==> src/rtl/irq_seq_pkg.sv <==
package irq_seq_pkg;
    typedef enum logic [1:0] {
        ST_IDLE = 2'd0,
        ST_PUSH = 2'd1,
        ST_LOAD = 2'd2
    } seq_state_e;
endpackage

==> src/rtl/irq_prio_pick.sv <==
// Lowest-index-wins picker over the pending vector.
module irq_prio_pick #(
    parameter int NUM_SRC = 8,
    localparam int IDX_W = (NUM_SRC > 1) ? $clog2(NUM_SRC) : 1
) (
    input  logic [NUM_SRC-1:0] req,
    output logic               any,
    output logic [NUM_SRC-1:0] grant,
    output logic [IDX_W-1:0]   idx
);
    always_comb begin
        logic found;
        found = 1'b0;
        grant = '0;
        idx   = '0;
        for (int i = 0; i < NUM_SRC; i++) begin
            if (req[i] && !found) begin
                found    = 1'b1;
                grant[i] = 1'b1;
                idx      = IDX_W'(i);
            end
        end
        any = found;
    end
endmodule

==> src/rtl/irq_vec_calc.sv <==
// Handler address: base + vector * entry size (entry size set by LONG_JUMP).
module irq_vec_calc #(
    parameter int          NUM_SRC   = 8,
    parameter int          PC_W      = 22,
    parameter logic [31:0] VEC_BASE  = 32'h0,
    parameter bit          LONG_JUMP = 1'b1,
    localparam int IDX_W = (NUM_SRC > 1) ? $clog2(NUM_SRC) : 1
) (
    input  logic             is_reset,
    input  logic [IDX_W-1:0] idx,
    output logic [PC_W-1:0]  target
);
    logic [PC_W-1:0] vec_num;
    logic [PC_W-1:0] offset;

    always_comb begin
        if (is_reset) vec_num = '0;
        else          vec_num = PC_W'(idx) + PC_W'(1);
    end

    generate
        if (LONG_JUMP) begin : g_two_word
            assign offset = vec_num << 1;
        end else begin : g_one_word
            assign offset = vec_num;
        end
    endgenerate

    assign target = PC_W'(VEC_BASE) + offset;
endmodule

==> src/rtl/irq_entry_seq.sv <==
module irq_entry_seq
    import irq_seq_pkg::*;
#(
    parameter int          NUM_SRC   = 8,
    parameter int          PC_BYTES  = 3,
    parameter int          PC_W      = 22,
    parameter int          SP_W      = 16,
    parameter logic [31:0] VEC_BASE  = 32'h0,
    parameter bit          LONG_JUMP = 1'b1
) (
    input  logic               clk,
    input  logic               rst_n,
    input  logic [NUM_SRC-1:0] pend_i,
    input  logic               rst_req_i,
    input  logic               gie_i,
    input  logic               skip_pend_i,
    input  logic [PC_W-1:0]    pc_i,
    input  logic [SP_W-1:0]    sp_i,
    output logic               mem_we_o,
    output logic [SP_W-1:0]    mem_addr_o,
    output logic [7:0]         mem_wdata_o,
    output logic               busy_o,
    output logic               gie_clr_o,
    output logic [NUM_SRC-1:0] pend_clr_o,
    output logic               load_o,
    output logic [PC_W-1:0]    new_pc_o,
    output logic [SP_W-1:0]    new_sp_o
);
    localparam int IDX_W = (NUM_SRC > 1) ? $clog2(NUM_SRC) : 1;
    localparam int RET_W = 8 * PC_BYTES;
    localparam int CNT_W = 2;
    localparam logic [CNT_W-1:0] LAST_CNT = CNT_W'(PC_BYTES - 1);

    seq_state_e         state_q, state_d;
    logic [RET_W-1:0]   ret_q;
    logic [SP_W-1:0]    sp_q;
    logic [PC_W-1:0]    tgt_q;
    logic [CNT_W-1:0]   cnt_q;

    logic               hw_any;
    logic [NUM_SRC-1:0] hw_grant;
    logic [IDX_W-1:0]   hw_idx;
    logic [PC_W-1:0]    target;
    logic               accept;

    irq_prio_pick #(.NUM_SRC(NUM_SRC)) u_pick (
        .req   (pend_i),
        .any   (hw_any),
        .grant (hw_grant),
        .idx   (hw_idx)
    );

    irq_vec_calc #(
        .NUM_SRC(NUM_SRC), .PC_W(PC_W), .VEC_BASE(VEC_BASE), .LONG_JUMP(LONG_JUMP)
    ) u_vec (
        .is_reset (rst_req_i),
        .idx      (hw_idx),
        .target   (target)
    );

    assign accept = (state_q == ST_IDLE) && gie_i && !skip_pend_i
                    && (rst_req_i || hw_any);

    // Next-state logic
    always_comb begin
        state_d = state_q;
        unique case (state_q)
            ST_IDLE: if (accept) state_d = ST_PUSH;
            ST_PUSH: if (cnt_q == LAST_CNT) state_d = ST_LOAD;
            ST_LOAD: state_d = ST_IDLE;
            default: state_d = ST_IDLE;
        endcase
    end

    // State register and datapath
    always_ff @(posedge clk) begin
        if (!rst_n) begin
            state_q <= ST_IDLE;
            ret_q   <= '0;
            sp_q    <= '0;
            tgt_q   <= '0;
            cnt_q   <= '0;
        end else begin
            state_q <= state_d;
            if (accept) begin
                ret_q <= RET_W'(pc_i);
                sp_q  <= sp_i;
                tgt_q <= target;
                cnt_q <= '0;
            end else if (state_q == ST_PUSH) begin
                ret_q <= ret_q >> 8;
                sp_q  <= sp_q - SP_W'(1);
                cnt_q <= cnt_q + CNT_W'(1);
            end
        end
    end

    // Outputs
    always_comb begin
        mem_we_o    = 1'b0;
        mem_addr_o  = sp_q;
        mem_wdata_o = ret_q[7:0];
        busy_o      = 1'b0;
        gie_clr_o   = 1'b0;
        pend_clr_o  = '0;
        load_o      = 1'b0;
        new_pc_o    = tgt_q;
        new_sp_o    = sp_q;
        unique case (state_q)
            ST_IDLE: begin
                gie_clr_o  = accept;
                pend_clr_o = (accept && !rst_req_i) ? hw_grant : '0;
            end
            ST_PUSH: begin
                busy_o   = 1'b1;
                mem_we_o = 1'b1;
            end
            ST_LOAD: begin
                busy_o = 1'b1;
                load_o = 1'b1;
            end
            default: ;
        endcase
    end

    // enable flag low keeps the sequencer idle
    a_r1_gie_gate: assert property (@(posedge clk) disable iff (!rst_n)
        (!busy_o && !gie_i) |=> !busy_o);

    // a pending skip keeps the sequencer idle
    a_r8_skip_gate: assert property (@(posedge clk) disable iff (!rst_n)
        (!busy_o && skip_pend_i) |=> !busy_o);

    // at most one pending bit cleared, and only a pending one
    a_r3_single_clear: assert property (@(posedge clk) disable iff (!rst_n)
        $onehot0(pend_clr_o) && ((pend_clr_o & ~pend_i) == '0));

    // consecutive pushes step the address down by one
    a_r5_addr_steps: assert property (@(posedge clk) disable iff (!rst_n)
        (mem_we_o && $past(mem_we_o)) |-> (mem_addr_o == $past(mem_addr_o) - SP_W'(1)));

    // clearing the enable flag starts a sequence
    a_r7_clear_starts: assert property (@(posedge clk) disable iff (!rst_n)
        gie_clr_o |=> busy_o);

    // PC load follows a push and lasts one cycle
    a_r9_load_after_push: assert property (@(posedge clk) disable iff (!rst_n)
        load_o |-> ($past(mem_we_o) && busy_o));
    a_r9_load_single: assert property (@(posedge clk) disable iff (!rst_n)
        load_o |=> !load_o);
endmodule

==> config.mk <==
export PLATFORM = sky130hd
export DESIGN_NAME = irq_entry_seq
export DESIGN_NICKNAME = d
export VERILOG_FILES = /design/src/rtl/irq_seq_pkg.sv /design/src/rtl/irq_prio_pick.sv /design/src/rtl/irq_vec_calc.sv /design/src/rtl/irq_entry_seq.sv
export SDC_FILE = /design/constraint.sdc
export NUM_CORES = 1
export LEC_CHECK = 0
export ABC_AREA = 1
export BUFFER_PORTS_ARGS = -buffer_cell sky130_fd_sc_hd__buf_2
export CAP_MARGIN = 20
export CORE_UTILIZATION = 48
export CTS_CLUSTER_DIAMETER = 80
export DETAILED_ROUTE_END_ITERATION = 10
export PLACE_DENSITY = 0.9
export SETUP_SLACK_MARGIN = 0.3
export SLEW_MARGIN = 20
export SYNTH_ARGS = -nofsm -noshare
export SYNTH_HDL_FRONTEND = slang
export SYNTH_SLANG_ARGS = --single-unit
==> constraint.sdc <==
create_clock -name clk -period 2.34 [get_ports clk]
set_clock_uncertainty 0.15 [all_clocks]
set_input_delay 0.351 -clock clk [delete_from_list [all_inputs] [get_ports clk]]
set_output_delay 0.351 -clock clk [all_outputs]
set_load 0.005 [all_outputs]
==> results of run 1 <==
## area by class of cell
cell class	count	share of cell area, %
tap	72	2.640
sequential	46	27.06
clock buffer	5	2.017
timing repair buffer	119	18.52
multi-input combinational	300	44.44
clock inverter	3	1.283
inverter	35	4.034
## cells in the final DEF, fill, tap and decap left out, types with 12 or more instances in the layout
cell,Yosys,final
sky130_fd_sc_hd__nor2_1,56,51
sky130_fd_sc_hd__buf_2,4,106
sky130_fd_sc_hd__a21oi_1,24,24
sky130_fd_sc_hd__o21ai_0,22,22
sky130_fd_sc_hd__inv_1,33,30
sky130_fd_sc_hd__nand3_1,26,26
sky130_fd_sc_hd__dfxtp_1,46,44
sky130_fd_sc_hd__nand2_1,106,105
sky130_fd_sc_hd__buf_4,44,12
sky130_fd_sc_hd__conb_1,1,18
## Yosys cell counts, types with 3 or more instances
library cell	count	share of area, %
sky130_fd_sc_hd__nor2_2	3	0.65
sky130_fd_sc_hd__nand3_1	26	4.5
sky130_fd_sc_hd__buf_4	44	11
sky130_fd_sc_hd__inv_1	33	4.3
sky130_fd_sc_hd__nand2_1	106	14
sky130_fd_sc_hd__xor2_1	6	1.8
sky130_fd_sc_hd__xnor2_1	4	1.2
sky130_fd_sc_hd__o21ai_0	22	3.8
sky130_fd_sc_hd__a21oi_1	24	4.2
sky130_fd_sc_hd__clkbuf_1	6	0.78
sky130_fd_sc_hd__nor2_1	56	7.3
sky130_fd_sc_hd__mux2i_1	8	2.8
sky130_fd_sc_hd__buf_2	4	0.70
sky130_fd_sc_hd__buf_6	4	1.6
sky130_fd_sc_hd__dfxtp_1	46	32
sky130_fd_sc_hd__a211oi_1	8	2.1
sky130_fd_sc_hd__ha_1	6	2.6
## per-stage QoR
stage / util [%] / hold WS [ps] / worst slack, ps / instance area, sq um
after global placement: 56.15 / 295.0 / 319.6 / 3168
after detailed placement: 56.15 / 294.9 / 233.8 / 3168
final: 60.48 / 148.7 / 311.5 / 3412
after floorplan: - / 287.4 / 519.8 / 2939
after global routing: 60.48 / 149.3 / 209.2 / 3412
after CTS: 59.75 / 130.0 / 309.3 / 3371
## state kept, by name, indices dropped and copies added, names as in the netlist
name,cells
ret_q,22
mem_addr_o,16
state_q,2
cnt_q,2
new_pc_o,4
## what timing repair did
item / CTS / global route
resized for setup: 16 / 5
setup endpoints to repair: 9 / 30
setup buffers: 6 / 3
pin swaps: 4 / 3
## logic make-up after synthesis
group           after synthesis
flops                        46
simple gates                203
mux                           8
other cells                   1
fa+ha+maj                     6
compound gates               55
xor+xnor                     10
buf+inv                      94
## routing by layer
layer | up-vias | GRT usage (%)
met5 | - | 0
li1 | 1445 | -
met3 | 14 | 3.314
met2 | 128 | 39.57
met1 | 1290 | 26.61
met4 | 0 | 10.00
## power by group
part / internal, W / leakage, nW / total (W) / switching, W
clock network: 0.000320 / 0.0585 / 0.000605 / 0.000284
logic: 0.000417 / 1.34 / 0.000995 / 0.000579
registers: 0.000884 / 0.377 / 0.000978 / 0.0000935
## worst min-delay path, cell delays in order
cell and delay (ps):
sky130_fd_sc_hd__buf_2 80, sky130_fd_sc_hd__nor2_1 40, sky130_fd_sc_hd__nor2_1 90
## worst paths after layout
check,end,slack [ps]
setup / recovery,mem_we_o,310
hold / removal,mem_addr_o[1],150
setup reg to reg,mem_addr_o[5],360
hold reg to reg,new_pc_o[4],310
==> impl_metrics.yaml, run 1 <==
synth:
  synth_simple_gate_area_share_pct: 29.72
  syn_avg_cell_area_sq_um: 6.797
  share_of_the_synthesized_area_in_compound_gates_ao_oa_aoi_oai_pct: 10.40
  synth-seq-area-share_pct: 32.03
  yosys.cell_types.count: 30
  async_flop_share_pct: 0
  synth.mux.area_fraction_pct: 2.785
  main_combinational_cell_family_by_area_after_synthesis: "simple AND/OR/NAND/NOR gates"
  synthAdderAreaFrac_pct: 2.611
  number_of_enable_flip_flop_cells_after_synthesis: 0
  yosys.area_share.xor_xnor_pct: 3.046
  synthCells: 423
  yosysWarningCount: 0
  most_used_dff_post_synth: "sky130_fd_sc_hd__dfxtp_1"
  postSynthRegisterBits: 46
  netlist_area_sq_um: 2875
global_route:
  grt_start_max_net_pins: 32
  via_count_of_the_first_global_routing_pass: 2618
  grt_overflow_total: 0
  first_pass_grt_wire_length_microns: 11260
  track_usage_pct: 22.37
  grt_antenna_before_repair: 0
timing:
  slew_violations: 0
  report.final.hold_viol_count: 0
  grt_setup_unrepaired: "yes"
  setup_viol_count_final: 0
  setup_tns_ps: 0
  timing.fmax_mhz: 493.0
  layout_min_cycle_time_ps: 2028
  min_period_over_period_pct: 86.69
finish:
  layoutNonFillerInstCount: 580
  n_fill_cell: 517
  areaGrowthSynthToFinish_pct: 18.67
  layout-drive-gt1-share_pct: 30.12
  multi_input_logic_area_sq_um: 1516
  final-seq-area_sq_um: 923.4
  final_net_count: 564
  antenna_cells: 0
setup_path:
  path_cells: "inv_2 -> buf_4 -> ha_1 -> buf_4 -> buf_2"
  worst_r2r_path_depth: 8
  master_of_the_slowest_instance_on_the_critical_path: "sky130_fd_sc_hd__buf_4"
  worstSetupPathType: "flop to output pin"
  worst-endpoint-arrival_ps: 1530
  required_ps: 1840
  critical_path.endpoint_type: "output pin"
  critPathLaunch: "state_q[1]"
  reg2reg_from: "state_q[1]"
  path_common_cell: "sky130_fd_sc_hd__buf_4"
  crit_cells: 5
  setup.worst_path.start_class: "flop"
  worst_path_largest_cell_delay_ps: 350
  critical_path_peak_fanout: 24
  path_delay_family: "buffers and inverters"
  critPathBufInv: 4
cts:
  hold_buffers: 0
  cts_buffers: 5
  clock-root-buffer: "sky130_fd_sc_hd__clkbuf_8"
  cts_tree: "built"
  cts.reportedPaths.clkPinSlew_ps: 90
  max-clock-path-buffers: 2
  insertion_delay_ps: 300
  cts_num_sinks: 46
  cts-htree-levels: 2
detailed_routing:
  detailedRoute.firstPassIterationCount: 5
  postRouteAntennaNets: 0
  drt_drc_violations_left: 0
  vias: 2877
  routed_wl_microns: 6966
  detail_route.wirelength.met1_microns: 2907
  topRoutingLayerUsed: "met4"
  vias_per_cell: 4.960
  wl_met2_microns: 3430
  wl_met3_microns: 469
  drt_first_iter_violations: 174
  avgRoutedWirePerCell_microns: 12.01
floorplanning:
  coreArea_sq_um: 5642
  die-width_microns: 79.40
  placementRows: 27
  start_util_pct: 50.96
  boundaryPins: 125
  die_area_sq_um: 6304
  die_y_microns: 79.40
hold_path:
  hold_path_startpoint: "sp_i[1]"
  hold_path_depth: 3
  timing.hold.worst.class: "input pin to flop"
outcome:
  outcome: "finished, final reports clean"
pwr:
  total_power_w: 0.002578
  p_leak_nw: 1.778
  power-per-cell-area_nw_per_um2: 755.6
  ir_worst_vdd_v: 0.0003831
placed_design:
  dpl.cell_count: 563
  port-buffer-count: 106
  gp_congestion: 0.8615
  hpwlAfterDp_microns: 4876
run:
  max-cap-violations: 0
(Power assumes the default switching activity.)
==> run 2: changes to the inputs <==
--- a/config.mk
+++ b/config.mk
@@ -8,7 +8,7 @@
 export ABC_AREA = 1
 export BUFFER_PORTS_ARGS = -buffer_cell sky130_fd_sc_hd__buf_2
 export CAP_MARGIN = 20
-export CORE_UTILIZATION = 48
+export CORE_UTILIZATION = 51
 export CTS_CLUSTER_DIAMETER = 80
 export DETAILED_ROUTE_END_ITERATION = 10
 export PLACE_DENSITY = 0.9
@@ -16,4 +16,5 @@
 export SLEW_MARGIN = 20
 export SYNTH_ARGS = -nofsm -noshare
 export SYNTH_HDL_FRONTEND = slang
+export SYNTH_HIERARCHICAL = 1
 export SYNTH_SLANG_ARGS = --single-unit
==> run 2 against run 1 <==
Net effect: non-clock buffer count up 20; critical path depth up 3; cell count up 25%; routed wire length up 29%.
==> impl_metrics.yaml, run 2 <==
finish:
  areaGrowthSynthToFinish_pct: 20.93
  design_area_sq_um: 4323
  antenna_cells: 0
  layout.cells.most_common_list: "sky130_fd_sc_hd__buf_2, sky130_fd_sc_hd__nand2_1, sky130_fd_sc_hd__nor2_1, sky130_fd_sc_hd__dfxtp_1, sky130_fd_sc_hd__inv_1"
  final_net_count: 684
  layout-drive-gt1-share_pct: 28.68
  most_common_cell_after_layout_fill_and_taps_aside: "sky130_fd_sc_hd__buf_2"
  final_core_utilization_pct: 63.63
floorplanning:
  die-width_microns: 85.72
  boundaryPins: 125
  die_y_microns: 85.72
  coreArea_sq_um: 6794
  placementRows: 30
  die_area_sq_um: 7348
  start_util_pct: 52.62
cts:
  cts_tree: "built"
  max-clock-path-buffers: 2
  cts.reportedPaths.clkPinSlew_ps: 60
  hold_buffers: 0
  cts_num_sinks: 64
  cts_buffers: 9
  cts-htree-levels: 3
  clock-root-buffer: "sky130_fd_sc_hd__clkbuf_8"
  insertion_delay_ps: 340
setup_path:
  worst-endpoint-arrival_ps: 1690
  critical_path_peak_fanout: 8
  worstSetupEndpoint: "pend_clr_o[2]"
  setup.worst_path.start_class: "flop"
  worst_path_largest_cell_delay_ps: 320
  critical_path.endpoint_type: "output pin"
  critical_path.reg2reg.endpoint: "mem_addr_o[13]"
  worst_r2r_path_depth: 11
  reg2reg_from: "state_q[1]"
  crit_cells: 8
  path_delay_family: "simple AND/OR/NAND/NOR gates"
  critPathLaunch: "state_q[1]"
  master_of_the_slowest_instance_on_the_critical_path: "sky130_fd_sc_hd__dfxtp_2"
  path_cells: "inv_2 -> ha_4 -> nand2_4 -> nor2_4 -> nand2_8 -> or2_4 -> nor2_1 -> buf_2"
  required_ps: 1840
  r2r_slack_ps: 530
  worstSetupPathType: "flop to output pin"
  critPathBufInv: 2
synth:
  number_of_enable_flip_flop_cells_after_synthesis: 0
  async_flop_share_pct: 0
  yosysWarningCount: 6
  synthCells: 527
  synth.area.top_cells: "sky130_fd_sc_hd__dfxtp_1, sky130_fd_sc_hd__nand2_1, sky130_fd_sc_hd__buf_4"
  synthTopCellsByCount: "sky130_fd_sc_hd__nand2_1, sky130_fd_sc_hd__nor2_1, sky130_fd_sc_hd__dfxtp_1"
  syn_avg_cell_area_sq_um: 6.783
  yosys.cell_types.count: 31
  most_used_dff_post_synth: "sky130_fd_sc_hd__dfxtp_1"
  synth_area_leader_cell: "sky130_fd_sc_hd__dfxtp_1"
  yosysMostFrequentCell: "sky130_fd_sc_hd__nand2_1"
  postSynthRegisterBits: 64
  synth-seq-area-share_pct: 35.84
  fraction_of_synthesized_cell_area_taken_by_the_top_area_cell_type_pct: 35.84
  netlist_area_sq_um: 3575
global_route:
  grt_overflow_total: 0
  grt_start_max_net_pins: 43
  grt_antenna_before_repair: 0
  track_usage_pct: 24.01
  via_count_of_the_first_global_routing_pass: 3254
  first_pass_grt_wire_length_microns: 14210
detailed_routing:
  postRouteAntennaNets: 0
  vias_per_cell: 5.033
  drt_drc_violations_left: 0
  vias: 3659
  avgRoutedWirePerCell_microns: 12.33
  drt_first_iter_violations: 178
  routed_wl_microns: 8964
  detailedRoute.firstPassIterationCount: 5
pwr:
  power-per-cell-area_nw_per_um2: 1135
  total_power_w: 0.004907
  ir_worst_vdd_v: 0.0006076
  p_leak_nw: 2.137
timing:
  min_period_over_period_pct: 93.43
  layout_min_cycle_time_ps: 2186
  report.final.hold_viol_count: 0
  slew_violations: 0
  setup_viol_count_final: 0
  grt_setup_unrepaired: "yes"
  timing.fmax_mhz: 457.4
  setup_tns_ps: 0
run:
  max-cap-violations: 0
hold_path:
  hold_path_depth: 3
  timing.hold.worst.class: "input pin to flop"
placed_design:
  gp_congestion: 0.8875
  hpwlAfterDp_microns: 6119
  placement.cell_area_sq_um: 3990
  port-buffer-count: 124
outcome:
  outcome: "finished, final reports clean"
[run 2: worst min-delay path by stage]
stage | start | to
floorplan | cnt_q[0] | cnt_q[0]
global placement | cnt_q[0] | cnt_q[0]
global route | pc_i[19] | ret_q[19]
detailed placement | ret_q[16] | ret_q[16]
CTS | sp_i[1] | mem_addr_o[1]
finish | sp_i[1] | mem_addr_o[1]
[run 2: kinds of logic after synthesis]
group	Yosys count	share of synthesized area, %
AND/OR/NAND/NOR	258	31.22
XOR/XNOR	2	0.4901
AO/OA/AOI/OAI	80	11.90
adder cells (fa/ha/maj)	7	2.450
buffers and inverters	115	17.99
other	1	0.1049
flip-flops	64	35.84
[run 2: layout make-up]
type / count / area, sq um
Fill cell: 597 / 2471
Inverter: 47 / 183.9
Tap cell: 96 / 120.1
Clock buffer: 11 / 131.4
Timing Repair Buffer: 139 / 753.2
Multi-Input combinational cell: 365 / 1769
Sequential cell: 64 / 1284
Clock inverter: 5 / 81.33
[run 2: power breakdown]
group | switching [W] | internal (W) | total, W
Clock | 0.000424 | 0.000600 | 0.00102
Combinational | 0.00136 | 0.000928 | 0.00229
Sequential | 0.000243 | 0.00135 | 0.00159
[run 2: worst register-to-register path, stage by stage, from the launching register on]
cell and delay (ps):
sky130_fd_sc_hd__dfxtp_2 320, sky130_fd_sc_hd__inv_2 70, sky130_fd_sc_hd__ha_4 150, sky130_fd_sc_hd__nand2_4 50, sky130_fd_sc_hd__nor2_4 130, sky130_fd_sc_hd__nand2_8 60
sky130_fd_sc_hd__buf_4 170, sky130_fd_sc_hd__buf_4 190, sky130_fd_sc_hd__o21ai_0 210, sky130_fd_sc_hd__inv_1 70, sky130_fd_sc_hd__nand2_1 60, sky130_fd_sc_hd__a21oi_1 70
[run 2: metrics by stage]
stage	setup WS, ps	hold WS (ps)	instances
after floorplan	332.2	287.9	544
after global placement	134.0	297.3	704
after detailed placement	41.76	304.0	704
after CTS	180.4	90.59	726
after global routing	117.7	102.4	727
final	153.7	90.73	727
[run 2: metal layers]
layer  share of wire, %  track usage, %
met5                  0               0
met1                 40           27.58
met3                7.6           6.737
met2                 50           42.91
met4                2.0           8.030
[run 2: repair_timing]
item,CTS,global route
setup endpoints to repair,9,40
pin swaps,8,8
gates resized for setup,13,7
setup buffers,6,1
==> run 3: changes to the inputs <==
--- a/config.mk
+++ b/config.mk
@@ -6,13 +6,14 @@
 export NUM_CORES = 1
 export LEC_CHECK = 0
 export ABC_AREA = 1
-export BUFFER_PORTS_ARGS = -buffer_cell sky130_fd_sc_hd__buf_2
 export CAP_MARGIN = 20
-export CORE_UTILIZATION = 51
+export CORE_UTILIZATION = 65
 export CTS_CLUSTER_DIAMETER = 80
 export DETAILED_ROUTE_END_ITERATION = 10
+export DONT_BUFFER_PORTS = 1
 export PLACE_DENSITY = 0.9
 export SETUP_SLACK_MARGIN = 0.3
+export SKIP_LAST_GASP = 1
 export SLEW_MARGIN = 20
 export SYNTH_ARGS = -nofsm -noshare
 export SYNTH_HDL_FRONTEND = slang
==> run 3 against run 2 <==
Net effect: sequential share of layout area rose by 4.8 points; clock-buffer cell count did not move; critical path type unchanged; sequential power grew 4%; critical endpoint is now pend_clr_o[7].
==> impl_metrics.yaml, run 3 (same netlist as run 2, synthesis figures left out) <==
setup_path:
  setup.worst_path.start_class: "flop"
  path_delay_family: "simple AND/OR/NAND/NOR gates"
  critical_path.reg2reg.endpoint: "mem_addr_o[14]"
  worst_r2r_path_depth: 9
  master_of_the_slowest_instance_on_the_critical_path: "sky130_fd_sc_hd__dfxtp_2"
  critical_path.endpoint_type: "output pin"
  required_ps: 1840
  critical_path_peak_fanout: 8
  worst-endpoint-arrival_ps: 1630
  path_common_cell: "sky130_fd_sc_hd__nor2_4"
  critPathBufInv: 1
  path_cells: "inv_2 -> ha_4 -> nand2_4 -> nor2_4 -> nand2_8 -> or2_4 -> nor2_4"
  r2r_slack_ps: 430
  worstSetupPathType: "flop to output pin"
  worst_path_largest_cell_delay_ps: 330
  reg2reg_from: "state_q[1]"
global_route:
  track_usage_pct: 28.60
  grt_use_met3_pct: 9.341
  grt_antenna_before_repair: 0
  first_pass_grt_wire_length_microns: 13340
  global_route.usage.met2_pct: 50.91
  via_count_of_the_first_global_routing_pass: 2939
  grt_start_max_net_pins: 51
  busiest_layer: "met2"
  grt_overflow_total: 0
  grt.met1_usage_pct: 31.37
floorplanning:
  die_area_sq_um: 5800
  die_y_microns: 76.16
  die-width_microns: 76.16
  boundaryPins: 125
  coreArea_sq_um: 5205
  placementRows: 26
  start_util_pct: 68.68
finish:
  areaGrowthSynthToFinish_pct: 4.060
  layout-drive-gt1-share_pct: 12.16
  antenna_cells: 0
  n_fill_cell: 439
  layout.cells.most_common_list: "sky130_fd_sc_hd__nand2_1, sky130_fd_sc_hd__nor2_1, sky130_fd_sc_hd__dfxtp_1, sky130_fd_sc_hd__inv_1, sky130_fd_sc_hd__o21ai_0"
  final_core_utilization_pct: 71.47
  most_common_cell_after_layout_fill_and_taps_aside: "sky130_fd_sc_hd__nand2_1"
  final_net_count: 563
cts:
  cts.reportedPaths.clkPinSlew_ps: 70
  cts_num_sinks: 64
  clock-root-buffer: "sky130_fd_sc_hd__clkbuf_8"
  cts-htree-levels: 3
  max-clock-path-buffers: 2
  cts_tree: "built"
  insertion_delay_ps: 330
  cts_buffers: 9
hold_path:
  hold_path_startpoint: "rst_n"
  timing.hold.worst.class: "input pin to flop"
  min_to: "new_pc_o[18]"
  hold_path_depth: 2
placed_design:
  hpwlAfterDp_microns: 4937
  port-buffer-count: 0
  gp_congestion: 0.8793
timing:
  slew_violations: 0
  timing.fmax_mhz: 470.0
  setup_viol_count_final: 0
  slew-limit-headroom_pct: 43.84
  layout_min_cycle_time_ps: 2128
  setup_tns_ps: 0
  min_period_over_period_pct: 90.92
  worst_slew_pin_slew_ps: 839.6
  report.final.hold_viol_count: 0
  grt_setup_unrepaired: "yes"
detailed_routing:
  drt_first_iter_violations: 194
  drt_drc_violations_left: 0
  vias: 3089
  routed_wl_microns: 8040
  detailedRoute.firstPassIterationCount: 5
  avgRoutedWirePerCell_microns: 13.86
  vias_per_cell: 5.326
  postRouteAntennaNets: 0
pwr:
  ir_worst_vdd_v: 0.0006224
  p_leak_nw: 1.557
  power-per-cell-area_nw_per_um2: 1242
run:
  max-cap-violations: 0
outcome:
  outcome: "finished, final reports clean"
run 3: cell types whose count changed in the layout (fill, tap and decap cells not counted), moves of 2 or more:
cell and delta:
sky130_fd_sc_hd__buf_2 -124, sky130_fd_sc_hd__nor2_4 +5, sky130_fd_sc_hd__nor2_1 -4, sky130_fd_sc_hd__dlygate4sd3_1 +3, sky130_fd_sc_hd__buf_4 +2, sky130_fd_sc_hd__buf_6 -2
run 3: layout make-up:
cell class / count / area, sq um / share of cell area, %
multi-input combinational: 366 / 1808 / 48.60
clock buffer: 11 / 141.4 / 3.801
sequential: 64 / 1284 / 34.51
inverter: 47 / 183.9 / 4.944
timing repair buffer: 17 / 135.1 / 3.633
clock inverter: 5 / 80.08 / 2.153
tap: 70 / 87.58 / 2.355
run 3: metrics by stage:
step	hold slack (ps)	total power, W	cells	cell area, sq um	setup WS, ps
finish	16.14	0.004621	580	3720	212.4
global route	2.079	0.005002	580	3720	144.6
CTS	1.615	0.004576	575	3680	185.5
detailed placement	302.5	0.003382	550	3294	124.5
global placement	296.9	0.003315	550	3294	177.4
floorplan	287.9	0.003283	544	3638	332.2
run 3: report_power, final:
part / internal [W] / leakage (nW) / switching, W / total, W
combinational: 0.000703 / 0.927 / 0.00121 / 0.00191
sequential: 0.00135 / 0.524 / 0.000310 / 0.00166
clock: 0.000628 / 0.106 / 0.000423 / 0.00105
run 3: routing by layer:
metal	vias up	part of all wire (%)
met3	12	9.2
met5	-	0
met4	0	1.4
met2	125	49
met1	1377	41
li1	1575	-
run 3: how the worst max path moves through the flow:
stage	end	start	depth (start not counted)	slack [ps]
2_1_floorplan	pend_clr_o[0]	pend_i[3]	9	330
3_3_place_gp	mem_addr_o[1]	pend_i[3]	9	180
3_5_place_dp	mem_addr_o[7]	pend_i[3]	11	120
4_1_cts	pend_clr_o[2]	state_q[1]	7	190
5_1_grt	pend_clr_o[7]	state_q[0]	7	140
6_report	pend_clr_o[7]	state_q[0]	7	210
run 3: timing repair:
action                                  in CTS  in global routing
buffers inserted                             6                  4
endpoints found under the setup margin      58                  9
cloned                                       1                  0
resized for setup                           26                  0
pin swaps                                    5                  7
hold buffers                                 2                  1
hold endpoints to repair                    25                  1
